<file path="src/rtl/cache_ctl_pkg.sv">
package cache_ctl_pkg;
  localparam logic [7:0] OFS_CTRL  = 8'h00;
  localparam logic [7:0] OFS_LINE  = 8'h04;
  localparam logic [7:0] OFS_ASSOC = 8'h08;
  localparam logic [7:0] OFS_WIN   = 8'h20;

  localparam int LEN_W       = 9;
  localparam int XREG_BIT    = 11;
  localparam int CLAMP_LEN   = 255;

  typedef enum logic [1:0] {
    WAYS_1    = 2'd0,
    WAYS_2    = 2'd1,
    WAYS_4    = 2'd2,
    WAYS_RSVD = 2'd3
  } ways_e;

  typedef enum logic [1:0] {
    LINE_8B   = 2'd0,
    LINE_16B  = 2'd1,
    LINE_32B  = 2'd2,
    LINE_RSVD = 2'd3
  } line_e;

  typedef struct packed {
    ways_e              ways;
    line_e              line;
    logic [LEN_W-1:0]   win_len;
    logic               xreg_en;
  } cfg_t;
endpackage

</file>
<file path="src/rtl/cache_ctl_regs.sv">
module cache_ctl_regs
  import cache_ctl_pkg::*;
(
  input  logic        clk_i,
  input  logic        rst_ni,
  input  logic        we_i,
  input  logic [7:0]  addr_i,
  input  logic [31:0] wdata_i,
  output logic [31:0] rdata_o,
  output logic        flush_req_o,
  output cfg_t        cfg_o
);
  cfg_t cfg_q;

  logic wr_ctrl, wr_line, wr_ways, wr_win;
  assign wr_ctrl = we_i && (addr_i == OFS_CTRL);
  assign wr_line = we_i && (addr_i == OFS_LINE);
  assign wr_ways = we_i && (addr_i == OFS_ASSOC);
  assign wr_win  = we_i && (addr_i == OFS_WIN);

  assign flush_req_o = wr_ctrl && wdata_i[0];

  always_ff @(posedge clk_i or negedge rst_ni) begin
    if (!rst_ni) begin
      cfg_q.ways    <= WAYS_4;
      cfg_q.line    <= LINE_8B;
      cfg_q.win_len <= '0;
      cfg_q.xreg_en <= 1'b0;
    end else begin
      // reserved encodings are dropped
      if (wr_ways && (wdata_i[1:0] != WAYS_RSVD)) cfg_q.ways <= ways_e'(wdata_i[1:0]);
      if (wr_line && (wdata_i[1:0] != LINE_RSVD)) cfg_q.line <= line_e'(wdata_i[1:0]);
      if (wr_win) begin
        cfg_q.win_len <= wdata_i[LEN_W-1:0];
        cfg_q.xreg_en <= wdata_i[XREG_BIT];
      end
    end
  end

  always_comb begin
    rdata_o = '0;
    unique case (addr_i)
      OFS_LINE:  rdata_o[1:0] = cfg_q.line;
      OFS_ASSOC: rdata_o[1:0] = cfg_q.ways;
      OFS_WIN: begin
        rdata_o[LEN_W-1:0] = cfg_q.win_len;
        rdata_o[XREG_BIT]  = cfg_q.xreg_en;
      end
      default:   rdata_o = '0;
    endcase
  end

  assign cfg_o = cfg_q;

  logic unused_wdata;
  assign unused_wdata = ^{wdata_i[31:XREG_BIT+1], wdata_i[XREG_BIT-1:LEN_W]};


  reserved_ways_chk: assert property (@(posedge clk_i) disable iff (!rst_ni)
    (wr_ways && wdata_i[1:0] == 2'd3) |=> $stable(cfg_o.ways));

  reserved_line_chk: assert property (@(posedge clk_i) disable iff (!rst_ni)
    (wr_line && wdata_i[1:0] == 2'd3) |=> $stable(cfg_o.line));
endmodule

</file>
<file path="src/rtl/cache_ctl_flush.sv">
module cache_ctl_flush #(
  parameter int DATA_KB = 8,
  localparam int STEPS  = DATA_KB * 32,
  localparam int IDX_W  = $clog2(STEPS)
) (
  input  logic             clk_i,
  input  logic             rst_ni,
  input  logic             req_i,
  output logic             busy_o,
  output logic [IDX_W-1:0] idx_o
);
  localparam logic [IDX_W-1:0] LAST = IDX_W'(STEPS - 1);

  logic             busy_q;
  logic [IDX_W-1:0] idx_q;

  always_ff @(posedge clk_i or negedge rst_ni) begin
    if (!rst_ni) begin
      busy_q <= 1'b0;
      idx_q  <= '0;
    end else if (req_i) begin
      busy_q <= 1'b1;
      idx_q  <= '0;
    end else if (busy_q) begin
      if (idx_q == LAST) busy_q <= 1'b0;
      idx_q <= idx_q + IDX_W'(1);
    end
  end

  assign busy_o = busy_q;
  assign idx_o  = idx_q;


  walk_step_chk: assert property (@(posedge clk_i) disable iff (!rst_ni)
    (busy_o && !req_i && idx_o != LAST) |=> (busy_o && idx_o == $past(idx_o) + IDX_W'(1)));

  walk_restart_chk: assert property (@(posedge clk_i) disable iff (!rst_ni)
    req_i |=> (busy_o && idx_o == '0));

  walk_end_chk: assert property (@(posedge clk_i) disable iff (!rst_ni)
    (busy_o && !req_i && idx_o == LAST) |=> !busy_o);

  no_spurious_start_chk: assert property (@(posedge clk_i) disable iff (!rst_ni)
    (!busy_o && !req_i) |=> !busy_o);
endmodule

</file>
<file path="src/rtl/cache_ctl_window.sv">
module cache_ctl_window
  import cache_ctl_pkg::*;
#(
  parameter logic [31:0] FLASH_BASE = 32'h1600_0000
) (
  input  logic [31:0]      addr_i,
  input  logic [LEN_W-1:0] len_i,
  input  logic             xreg_en_i,
  input  logic             block_i,
  output logic             hit_o
);
  logic [LEN_W-1:0] eff_len;
  logic [LEN_W:0]   blocks;
  logic [31:0]      ofs;

  always_comb begin
    eff_len = len_i;
    if (xreg_en_i && (len_i > LEN_W'(CLAMP_LEN))) eff_len = LEN_W'(CLAMP_LEN);
    blocks = {1'b0, eff_len} + (LEN_W+1)'(1);
    ofs    = addr_i - FLASH_BASE;
    hit_o  = (len_i != '0) && !block_i && (addr_i >= FLASH_BASE) &&
             (ofs[31:16] < {{(16-LEN_W-1){1'b0}}, blocks});
  end

  logic unused_ofs;
  assign unused_ofs = ^ofs[15:0];
endmodule

</file>
<file path="src/rtl/cache_ctl_top.sv">
module cache_ctl_top
  import cache_ctl_pkg::*;
#(
  parameter int          DATA_KB    = 8,
  parameter logic [31:0] FLASH_BASE = 32'h1600_0000
) (
  input  logic                          clk_i,
  input  logic                          rst_ni,
  input  logic                          reg_we_i,
  input  logic [7:0]                    reg_addr_i,
  input  logic [31:0]                   reg_wdata_i,
  output logic [31:0]                   reg_rdata_o,
  input  logic [31:0]                   fetch_addr_i,
  output logic                          cacheable_o,
  output logic [1:0]                    assoc_o,
  output logic [1:0]                    line_size_o,
  output logic                          busy_o,
  output logic                          tag_we_o,
  output logic [$clog2(DATA_KB*32)-1:0] tag_idx_o
);
  localparam int IDX_W = $clog2(DATA_KB * 32);

  cfg_t             cfg;
  logic             flush_req;
  logic             busy;
  logic [IDX_W-1:0] idx;

  cache_ctl_regs u_regs (
    .clk_i       (clk_i),
    .rst_ni      (rst_ni),
    .we_i        (reg_we_i),
    .addr_i      (reg_addr_i),
    .wdata_i     (reg_wdata_i),
    .rdata_o     (reg_rdata_o),
    .flush_req_o (flush_req),
    .cfg_o       (cfg)
  );

  cache_ctl_flush #(.DATA_KB(DATA_KB)) u_flush (
    .clk_i  (clk_i),
    .rst_ni (rst_ni),
    .req_i  (flush_req),
    .busy_o (busy),
    .idx_o  (idx)
  );

  cache_ctl_window #(.FLASH_BASE(FLASH_BASE)) u_win (
    .addr_i    (fetch_addr_i),
    .len_i     (cfg.win_len),
    .xreg_en_i (cfg.xreg_en),
    .block_i   (busy),
    .hit_o     (cacheable_o)
  );

  assign assoc_o     = cfg.ways;
  assign line_size_o = cfg.line;
  assign busy_o      = busy;
  assign tag_we_o    = busy;
  assign tag_idx_o   = idx;


  busy_blocks_hit_chk: assert property (@(posedge clk_i) disable iff (!rst_ni)
    busy_o |-> !cacheable_o);

  zero_len_off_chk: assert property (@(posedge clk_i) disable iff (!rst_ni)
    (cfg.win_len == '0) |-> !cacheable_o);

  clamp_limit_chk: assert property (@(posedge clk_i) disable iff (!rst_ni)
    (cfg.xreg_en && cacheable_o) |-> (fetch_addr_i - FLASH_BASE < 32'h0100_0000));
endmodule

</file>
<file path="config.mk">
export PLATFORM = sky130hd
export DESIGN_NAME = cache_ctl_top
export DESIGN_NICKNAME = d
export VERILOG_FILES = /design/src/rtl/cache_ctl_pkg.sv /design/src/rtl/cache_ctl_regs.sv /design/src/rtl/cache_ctl_flush.sv /design/src/rtl/cache_ctl_window.sv /design/src/rtl/cache_ctl_top.sv
export SDC_FILE = /design/constraint.sdc
export NUM_CORES = 1
export LEC_CHECK = 0
export BUFFER_PORTS_ARGS = -buffer_cell sky130_fd_sc_hd__buf_2
export CAP_MARGIN = 40
export CORE_MARGIN = 4
export CORE_UTILIZATION = 46
export CTS_CLUSTER_SIZE = 14
export DETAILED_ROUTE_END_ITERATION = 10
export GPL_TIMING_DRIVEN = 0
export MAX_ROUTING_LAYER = met4
export PLACE_DENSITY = 0.87
export SLEW_MARGIN = 25
export SYNTH_ARGS = -nofsm -noshare
export SYNTH_HDL_FRONTEND = slang
export SYNTH_SLANG_ARGS = --single-unit
</file>
<file path="constraint.sdc">
create_clock -name clk_i -period 3.2 [get_ports clk_i]
set_input_delay 0 -clock clk_i [delete_from_list [all_inputs] [get_ports clk_i]]
set_output_delay 0 -clock clk_i [all_outputs]
set_load 0.1 [all_outputs]
</file>
## Yosys cells after proc, flatten, opt, wreduce, memory -nomap -nowiden

Index checks and enable logic that the tools add are counted.

- Register bits: 23
- Bits of input ports: 75
- Output and inout port bits: 47
- Logic and storage cells: 41

- Add/subtract/negate cells: 3
- $lt $le $gt $ge: 3
- Equality and inequality tests: 5
- Mux-type cells: 9
- Reduce and logical (&&, ||, !) cells: 15

Operators by type and width:

| operator | count |
|---|---|
| 32-bit by 29-bit >= comparator with 1-bit output, second input constant | 1 |
| 32-bit by 29-bit subtractor with 32-bit output, second input constant | 1 |
| 16-bit by 10-bit < comparator with 1-bit output | 1 |
| 8-bit 2-to-1 mux | 2 |
| 1-bit logical AND | 11 |
| 9-bit by 1-bit adder with 10-bit output, second input constant | 1 |
| 9-bit by 8-bit greater-than comparator with 1-bit output, second input constant | 1 |
| 9-bit 2-to-1 mux | 1 |
| 9-bit nonzero test | 1 |
| 8-bit by 1-bit adder with 8-bit output, second input constant | 1 |
| 8-bit by 3-bit equality test with 1-bit output, second input constant | 1 |
| 8-bit by 4-bit equality test with 1-bit output, second input constant | 1 |
| 8-bit by 6-bit equality test with 1-bit output, second input constant | 1 |
| 8-bit equality test, second input constant | 1 |
| 8-bit zero test | 1 |
| 7-bit 2-to-1 mux | 1 |
| 2-bit one-hot mux with 3 select lines | 1 |
| 1-bit 2-to-1 mux | 4 |
| 2-bit inequality test, second input constant | 1 |
| 2-bit nonzero test | 1 |
| 1-bit zero test | 1 |

## Depth between registers and ports, before layout

Gate-level depths: netlist (run 1).

- Word-level depth: 6
- Gate-level depth with buffers: 10
- Gate-level depth less buffers: 10

## By module

Synthesis (run 1) repeated with hierarchy kept, for this count alone.

- Cells, all modules: 194
- Area total of the unflattened synthesis: 1834.3 um^2

Modules (own cells, without submodules):

| module | instances | cells an instance | area each (um^2) | sequential area each (um^2) |
|---|---|---|---|---|
| cache_ctl_regs | 1 | 84 | 894.6 | 351.6 |
| cache_ctl_window | 1 | 68 | 503.0 | 0.0 |
| cache_ctl_flush | 1 | 41 | 429.2 | 225.2 |
| cache_ctl_top | 1 | 1 | 7.5 | 0.0 |

## Worst setup path before layout (run 1)

OpenSTA, ideal clock, no wires.

- Kind: flip-flop to output port
- From: reg u_regs.cfg_q, in the netlist u_regs.cfg_o[9]
- To: out cacheable_o
- Data arrival time: 4.728 ns
- Required time: 3.200 ns
- Path slack: -1.528 ns
- Cell stages (with the launch flop): 11
- Buffers on the path: 0
- Cells stage by stage: dfrtp_1 > nand2_1 > nand2b_1 > ha_1 > and3_1 > o31ai_1 > ha_1 > a21o_1 > a21oi_1 > o22ai_1 > nor4_1

- Longest elaborated chain between the ends: 6
- Elaborated cells on any way between the ends: 9
- Classes of those cells: 1 x add/sub; 2 x order compare; 1 x mux; 5 x reduce/logical

Ends and longest elaborated chain:

| item | line | source |
|---|---|---|
| from (decl) | cache_ctl_regs.sv:13 | `cfg_t cfg_q;` |
| 9-bit by 8-bit greater-than comparator with 1-bit output | cache_ctl_window.sv:18 | `if (xreg_en_i && (len_i > LEN_W'(CLAMP_LEN))) eff_len = LEN_W'(CLAMP_LEN);` |
| 1-bit logical AND | cache_ctl_window.sv:18 |  |
| 9-bit 2-to-1 mux | cache_ctl_window.sv:18 |  |
| 9-bit by 1-bit adder with 10-bit output | cache_ctl_window.sv:19 | `blocks = {1'b0, eff_len} + (LEN_W+1)'(1);` |
| 16-bit by 10-bit < comparator with 1-bit output | cache_ctl_window.sv:22 | `(ofs[31:16] < {{(16-LEN_W-1){1'b0}}, blocks});` |
| 1-bit logical AND * | cache_ctl_window.sv:21 | `hit_o = (len_i != '0) && !block_i && (addr_i >= FLASH_BASE) &&` |
| to (decl) | cache_ctl_top.sv:14 | `output logic cacheable_o,` |

Mark *: on every way between the ends. The rest lies on a longest branch, timed or not.

## Final worst setup path (run 1)

Ends and elaborated chain as after synthesis.

==> reports/summary.txt, run 1 <==
HOLD PATH
-------------------------------------------------------------------------------------------------
Tightest Hold Check Type                                                                   in2reg
Hold_sp                                                                              reg_wdata_i[0]
Destination of the worst hold path                                                   u_regs.cfg_o[1]
Min-Delay Path Depth                                                                            2

SETUP PATH
-------------------------------------------------------------------------------------------------
Cells along the critical path                                                        nand2_1 > nand2b_1 > ha_1 > and3_1 > o31ai_1 > ha_1 > a21o_1 > a21oi_1 > o22ai_1 > nor4_4 > buf_6
First element of the critical path                                                   u_regs.cfg_o[9]
Worst r2r dst                                                                        u_flush.idx_o[5]
Path type of the worst setup path                                                         reg2out
Crit start category                                                                      register
Worst-path cell with the longest stage delay                                              dfrtp_1
Nature of the critical path endpoint                                                   output pin
Critical R2R Launch                                                                  u_flush.busy_o
Critical Path RT                                                                          3200 ps
Crit path buf inv count                                                                         1
R2R Setup Slk                                                                             1770 ps
Critical path's most frequent cell                                                           ha_1
Crit path largest cell delay                                                               450 ps
Top cell family by delay on the critical path                                        compound AO/OA/AOI/OAI gates
Largest fanout on the critical path                                                             7
Worst Reg-to-Reg Cells                                                                          5
WP data arrival                                                                           2980 ps

LOGIC SYNTHESIS
-------------------------------------------------------------------------------------------------
Mux contribution to synthesized area                                                        6.67%
Largest family of logic cells by synthesized area                                    simple AND/OR/NAND/NOR gates
Xor/xnor cell area share of the yosys netlist                                               5.72%
Count of flip-flops with a built-in enable after synthesis                                      0
Cell type with the highest aggregate area in the netlist                                  dfrtp_1
Register bit count reported by yosys                                                           23
Share of synthesized registers carrying an async set or reset                                100%
Sequential-to-total area share from yosys stat                                              31.4%
Simple-gate share of the synthesized area                                                   25.5%
Prevailing post-synth register cell                                                       dfrtp_1
Main area contributors after synthesis                                               dfrtp_1, buf_4, ha_1
Post-synthesis compound-gate area fraction                                                  9.39%
Post-synthesis instance total                                                                 199
Number of distinct library cell variants in the gate-level netlist after synthesis             47
Post-synthesis adder-cell area fraction                                                     8.17%
Average footprint of a synthesized cell                                                  9.24 µm²
Area fraction of the dominant cell type after synthesis                                     30.0%
Mapped cell area                                                                         1840 µm²
Count of warnings emitted by yosys                                                              0

POWER AND IR DROP
-------------------------------------------------------------------------------------------------
Cell Pwr Density                                                                       410 nW/µm²
IR drop worst, VDD                                                                       0.472 mV
Standby leakage power                                                                     1.31 nW

PLACEMENT
-------------------------------------------------------------------------------------------------
HPWL after detailed placement                                                             3340 µm
# port buffers                                                                                 61
Post-detailed-placement cell area                                                        2300 µm²
Routability Congestion                                                                      0.876

TIMING
-------------------------------------------------------------------------------------------------
Actual transition at the worst max-transition pin                                          720 ps
Number of setup violations in the final report                                                  0
Final hold violation count                                                                      0
Accumulated negative setup slack                                                             0 ps
Maximum clock frequency                                                                 0.336 GHz
Worst slew slack as a fraction of its limit                                                 51.6%
RSZ-0062 raised after global routing                                                           no
Setup Skew                                                                               0.710 ps
Fraction of the cycle the final worst path needs                                            93.1%
Crit path time final                                                                      2980 ps
Number of pins with negative max-slew slack in the final report                                 0

CLOCK TREE
-------------------------------------------------------------------------------------------------
Clock slew seen by the registers of the worst setup and hold paths                          80 ps
Clk sinks                                                                                      23
TritonCTS Buffers                                                                               3
Setup bufs post-CTS                                                                             0
Cell at the root of the clock tree                                                       clkbuf_8
Maximum level of the CTS H-tree                                                                 1
TritonCTS clock tree                                                                          yes
Number of buffers on the longest clock path                                                     2
Source-to-sink clock delay at the later pin of the worst-skew pair                         260 ps

RUN STATUS
-------------------------------------------------------------------------------------------------
Status                                                                               finished clean

CELLS AND AREA
-------------------------------------------------------------------------------------------------
Layout fillers                                                                                311
Fraction of final layout cells sized beyond drive strength 1                                39.0%
Antenna diode instance count                                                                    0
Most frequent cells in the layout                                                    buf_2, buf_4, conb_1, dfrtp_1, nor2_1
Growth of design area from synthesis to finish                                              33.2%
Most common cell after layout, fill and taps aside                                          buf_2
Area of all placed cells without fillers                                                 2450 µm²
Final layout net count                                                                        383

GLOBAL ROUTE
-------------------------------------------------------------------------------------------------
Wire length of the first global-routing pass                                              7020 µm
Global-route congestion overflow total                                                          0
Vias in the first global route                                                               1683
Number of antenna violations at the first check in global routing                               0
Pin count of the biggest net entering global routing                                           24
Global routing usage summed across all routing layers                                       17.1%

FLOORPLAN
-------------------------------------------------------------------------------------------------
Die width                                                                                 71.2 µm
Number of primary I/O pins                                                                    122
Die Ht                                                                                    71.2 µm
Number of cell rows                                                                            22
Initial Utilization                                                                         48.7%
Die area                                                                                 5070 µm²
Area of the core                                                                         3770 µm²

DRT
-------------------------------------------------------------------------------------------------
DRC                                                                                             0
Number of search-and-repair iterations in the first detailed-routing pass                       4
Total detailed-routing wirelength                                                         4240 µm
Wire length per cell after detailed routing                                               12.4 µm
Initial drt markers                                                                            43
Antenna-violating nets left                                                                     0
Number of vias after detailed routing                                                        1685
Number of vias per cell after detailed routing                                               4.91

JOB
-------------------------------------------------------------------------------------------------
Number of max-cap violations                                                                    0

[where the power goes]
group,internal (mW),total (mW),switching (mW)
Combinational,0.109,0.471,0.362
Sequential,0.318,0.354,0.0360
Clock,0.0889,0.179,0.0897
Total,0.516,1.00,0.488
[through the flow]
step                      cells  utilization, %  hold WS (ps)  setup slack (ps)  power (mW)
final                       343            64.9          16.1               220        1.00
after global routing        343            64.9          16.6              22.4        1.05
after CTS                   343            64.8          10.7              31.4        1.00
after detailed placement    329            60.9         -7.56               331       0.817
after global placement      329            60.9         -3.92               420       0.809
after floorplan             220               -          -296               283       0.735
[per-layer routing]
metal	GRT usage, %	up-vias	wire, µm
li1	-	849	-
met1	20.5	757	1740
met2	29.0	76	2080
met3	3.65	3	390
met4	4.59	0	29
met5	-	-	0
[flip-flops by register name (all words and copies together), names as in the netlist]
register        cells
u_flush.idx_o       8
u_flush.busy_o      1
u_regs.cfg_o       14
[repair_timing]
item | CTS | global route
endpoints found under the hold margin | 31 | 0
setup endpoints to repair | 0 | 1
hold buffers | 10 | 0
gates resized for setup | 0 | 3
[worst reg2reg max path: cells and delay by family (launching register included)]
kind,cells,cell delay [ps]
simple gates,3,470
flops,1,360
buf+inv,1,350
xor+xnor,1,140
[logic make-up (layout without fill, tap and decap cells)]
| group | count (synthesis) | after routing |
|---|---|---|
| muxes | 11 | 11 |
| adders and majority gates | 12 | 12 |
| buffers and inverters | 36 | 111 |
| DFF | 23 | 23 |
| and+or+nand+nor | 79 | 79 |
| other | 1 | 22 |
| AOI/OAI and AO/OA | 25 | 25 |
| xor gates and xnor gates | 12 | 12 |
[worst max-delay path by stage]
stage | end | depth (start not counted)
6_report | cacheable_o | 11
5_1_grt | cacheable_o | 11
4_1_cts | cacheable_o | 11
3_5_place_dp | cacheable_o | 11
3_3_place_gp | cacheable_o | 11
2_1_floorplan | cacheable_o | 10
[synthesized netlist by cell type (2+ instances only)]
cell	number
and3_2	2
a21o_1	2
a21oi_1	4
mux2_2	10
o21ai_0	5
xor2_1	8
nand4_1	7
and2_1	9
buf_4	27
nand2_1	11
nand3_1	7
a211oi_1	2
nor2_1	18
clkbuf_1	3
inv_1	4
dfrtp_1	22
a22oi_1	2
nand2b_1	5
buf_2	2
ha_1	12
and3_1	4
nor4_1	3
nor3_1	2
xnor2_1	4
o22a_1	2
[cell type report]
class	instances	area (µm²)	area share [%]
Buffer	32	224	9.15
Inverter	4	15.0	0.613
Tap cell	48	60.1	2.45
Clock buffer	4	45.0	1.84
Sequential cell	23	577	23.6
Multi-Input combinational cell	161	1120	45.6
Timing Repair Buffer	71	412	16.8
Note: power is estimated with default switching activity, not from simulation.
==> run 2, diff against run 1 <==
==> constraint.sdc (replaced) <==
create_clock -name clk_i -period 3.2 [get_ports clk_i]
set_input_delay 0 -clock clk_i [delete_from_list [all_inputs] [get_ports clk_i]]
set_output_delay 0 -clock clk_i [all_outputs]
set_load 0.01 [all_outputs]
==> reports/summary.txt, run 2 (synthesized netlist as in run 1, its figures left out) <==
RUN STATUS
----------------------------------------------------------------------------------------
Status                                                                      finished clean   unchanged

TIMING
----------------------------------------------------------------------------------------
Number of setup violations in the final report                                         0   unchanged
Worst slew slack as a fraction of its limit                                        66.3%   was 51.6%
Actual transition at the worst max-transition pin                                 505 ps   was 720 ps
Number of pins with negative max-slew slack in the final report                        0   unchanged
RSZ-0062 raised after global routing                                                  no   unchanged
Fraction of the cycle the final worst path needs                                   90.0%   was 93.1%
Maximum clock frequency                                                        0.347 GHz   was 0.336 GHz
Worst-case setup margin in the final layout                                       320 ps   was 220 ps
Setup Skew                                                                       1.35 ps   was 0.710 ps
Crit path time final                                                             2880 ps   was 2980 ps
Final hold violation count                                                             0   unchanged
Accumulated negative setup slack                                                    0 ps   unchanged

PLACEMENT
----------------------------------------------------------------------------------------
Worst slack at placement                                                          629 ps   was 331 ps
# port buffers                                                                        61   unchanged
Routability Congestion                                                             0.859   was 0.876
HPWL after detailed placement                                                    3260 µm   was 3340 µm
Number of placed cells counting well taps                                            329   unchanged

GLOBAL ROUTE
----------------------------------------------------------------------------------------
GRT met1 Usage                                                                     21.3%   was 20.5%
Global routing usage summed across all routing layers                              16.2%   was 17.1%
Number of antenna violations at the first check in global routing                      0   unchanged
Wire length of the first global-routing pass                                     6640 µm   was 7020 µm
Met2 usage in global routing                                                       26.9%   was 29.0%
Met3 Usage GRT                                                                     1.40%   was 3.65%
Highest-utilization routing layer at the global route stage                         met2   unchanged
Vias in the first global route                                                      1498   was 1683
Pin count of the biggest net entering global routing                                  24   unchanged
Global-route congestion overflow total                                                 0   unchanged

DRT
----------------------------------------------------------------------------------------
Antenna-violating nets left                                                            0   unchanged
Number of vias after detailed routing                                               1662   was 1685
Total detailed-routing wirelength                                                4030 µm   was 4240 µm
Wire length per cell after detailed routing                                      11.7 µm   was 12.4 µm
DRC                                                                                    0   unchanged
Number of search-and-repair iterations in the first detailed-routing pass              5   was 4
Number of vias per cell after detailed routing                                      4.85   was 4.91
Initial drt markers                                                                   94   was 43

CLOCK TREE
----------------------------------------------------------------------------------------
Setup bufs post-CTS                                                                    0   unchanged
Source-to-sink clock delay at the later pin of the worst-skew pair                260 ps   about the same
Maximum level of the CTS H-tree                                                        1   unchanged
Clock slew seen by the registers of the worst setup and hold paths                 80 ps   about the same
TritonCTS clock tree                                                                 yes   unchanged
Number of buffers on the longest clock path                                            2   unchanged
Clk sinks                                                                             23   unchanged
TritonCTS Buffers                                                                      3   unchanged
Cell at the root of the clock tree                                              clkbuf_8   unchanged

SETUP PATH
----------------------------------------------------------------------------------------
Worst-path cell with the longest stage delay                                     dfrtp_1   unchanged
Worst Reg-to-Reg Cells                                                                 5   unchanged
WP data arrival                                                                  2880 ps   was 2980 ps
Critical path's most frequent cell                                                  ha_1   unchanged
Cells along the critical path                                               nand2_1 > nand2b_1 > ha_1 > and3_1 > o31ai_1 > ha_1 > a21o_1 > a21oi_1 > o22ai_1 > nor4_1 > buf_2   was nand2_1 > nand2b_1 > ha_1 > and3_1 > o31ai_1 > ha_1 > a21o_1 > a21oi_1 > o22ai_1 > nor4_4 > buf_6
R2R Setup Slk                                                                    1750 ps   was 1770 ps
Largest fanout on the critical path                                                    7   unchanged
Critical Path RT                                                                 3200 ps   about the same
Crit path largest cell delay                                                      440 ps   was 450 ps
Worst r2r dst                                                               u_flush.idx_o[7]   was u_flush.idx_o[5]
Path type of the worst setup path                                                reg2out   unchanged
Crit start category                                                             register   unchanged
Critical R2R Launch                                                         u_flush.busy_o   unchanged
Nature of the critical path endpoint                                          output pin   unchanged

CELLS AND AREA
----------------------------------------------------------------------------------------
Number of cells in the finished layout apart from fillers                            343   unchanged
Final layout net count                                                               383   unchanged
Fraction of final layout cells sized beyond drive strength 1                       38.6%   was 39.0%
Sequential cell area                                                             577 µm²   unchanged
Most frequent cells in the layout                                           buf_2, buf_4, conb_1, dfrtp_1, nor2_1   unchanged
Antenna diode instance count                                                           0   unchanged
Most common cell after layout, fill and taps aside                                 buf_2   unchanged
Growth of design area from synthesis to finish                                     32.1%   was 33.2%
Number of flip-flops in the largest register                                          14   unchanged
Layout fillers                                                                       317   was 311
Combined area of the multi-input logic cells                                    1100 µm²   was 1120 µm²

FLOORPLAN
----------------------------------------------------------------------------------------
Area of the core                                                                3770 µm²   unchanged
Number of primary I/O pins                                                           122   unchanged
Die Ht                                                                           71.2 µm   unchanged
Die width                                                                        71.2 µm   unchanged
Number of cell rows                                                                   22   unchanged
Initial Utilization                                                                48.7%   unchanged
Die area                                                                        5070 µm²   unchanged

HOLD PATH
----------------------------------------------------------------------------------------
Tightest Hold Check Type                                                          in2reg   unchanged
Min-Delay Path Depth                                                                   3   was 2
Hold_sp                                                                     reg_wdata_i[0]   unchanged
Destination of the worst hold path                                          u_flush.busy_o   was u_regs.cfg_o[1]

JOB
----------------------------------------------------------------------------------------
Number of max-cap violations                                                           0   unchanged

POWER AND IR DROP
----------------------------------------------------------------------------------------
Cell Pwr Density                                                              305 nW/µm²   was 410 nW/µm²
IR drop worst, VDD                                                              0.249 mV   was 0.472 mV
Standby leakage power                                                            1.31 nW   about the same

==> run 2: worst max path at each step <==
stage                    start     endpoint  cells after the start
6_report       u_regs.cfg_o[9]  cacheable_o                     11
5_1_grt        u_regs.cfg_o[0]  cacheable_o                     11
4_1_cts        u_regs.cfg_o[9]  cacheable_o                     11
3_5_place_dp   u_regs.cfg_o[9]  cacheable_o                     11
3_3_place_gp   u_regs.cfg_o[9]  cacheable_o                     11
2_1_floorplan  u_regs.cfg_o[9]  cacheable_o                     10
==> run 2: stage by stage <==
step                power (mW)  hold slack (ps)  utilization [%]  instance area, µm²
finish                   0.741             21.4             64.4                2430
global route             0.785             27.1             64.4                2430
CTS                      0.743             18.0             64.4                2430
detailed placement       0.562            -9.69             60.5                2280
global placement         0.552            -1.07             60.5                2280
floorplan                0.479             -296                -                1920
==> run 2: critical path, delay by kind of cell, from the launching register on <==
family / cells / cell delay [ps]
buf+inv: 1 / 180
compound gates: 4 / 710
simple gates: 4 / 700
flops: 1 / 440
fa+ha+maj: 2 / 600
==> run 2: metal layers <==
| layer | share of wire [%] | routed length (µm) |
|---|---|---|
| met5 | 0 | 0 |
| met4 | 1.0 | 42 |
| met3 | 8.7 | 350 |
| met2 | 47 | 1880 |
| met1 | 44 | 1760 |
==> run 2: cell type report <==
class	count	share of cell area, %
multi-input cells	161	45.4
repair buffers	71	16.7
plain buffers	32	9.23
well taps	48	2.47
flip-flops and latches	23	23.8
inverters	4	0.619
clock buffers	4	1.86
==> run 2: power by group <==
part	internal (mW)	total [mW]	switching, mW
Sequential	0.318	0.353	0.0354
Combinational	0.108	0.212	0.103
Clock	0.0888	0.176	0.0870
==> run 2: what timing repair did <==
item / CTS / global route
hold endpoints to repair: 31 / 0
resized for setup: 0 / 0
hold buffers: 10 / 0
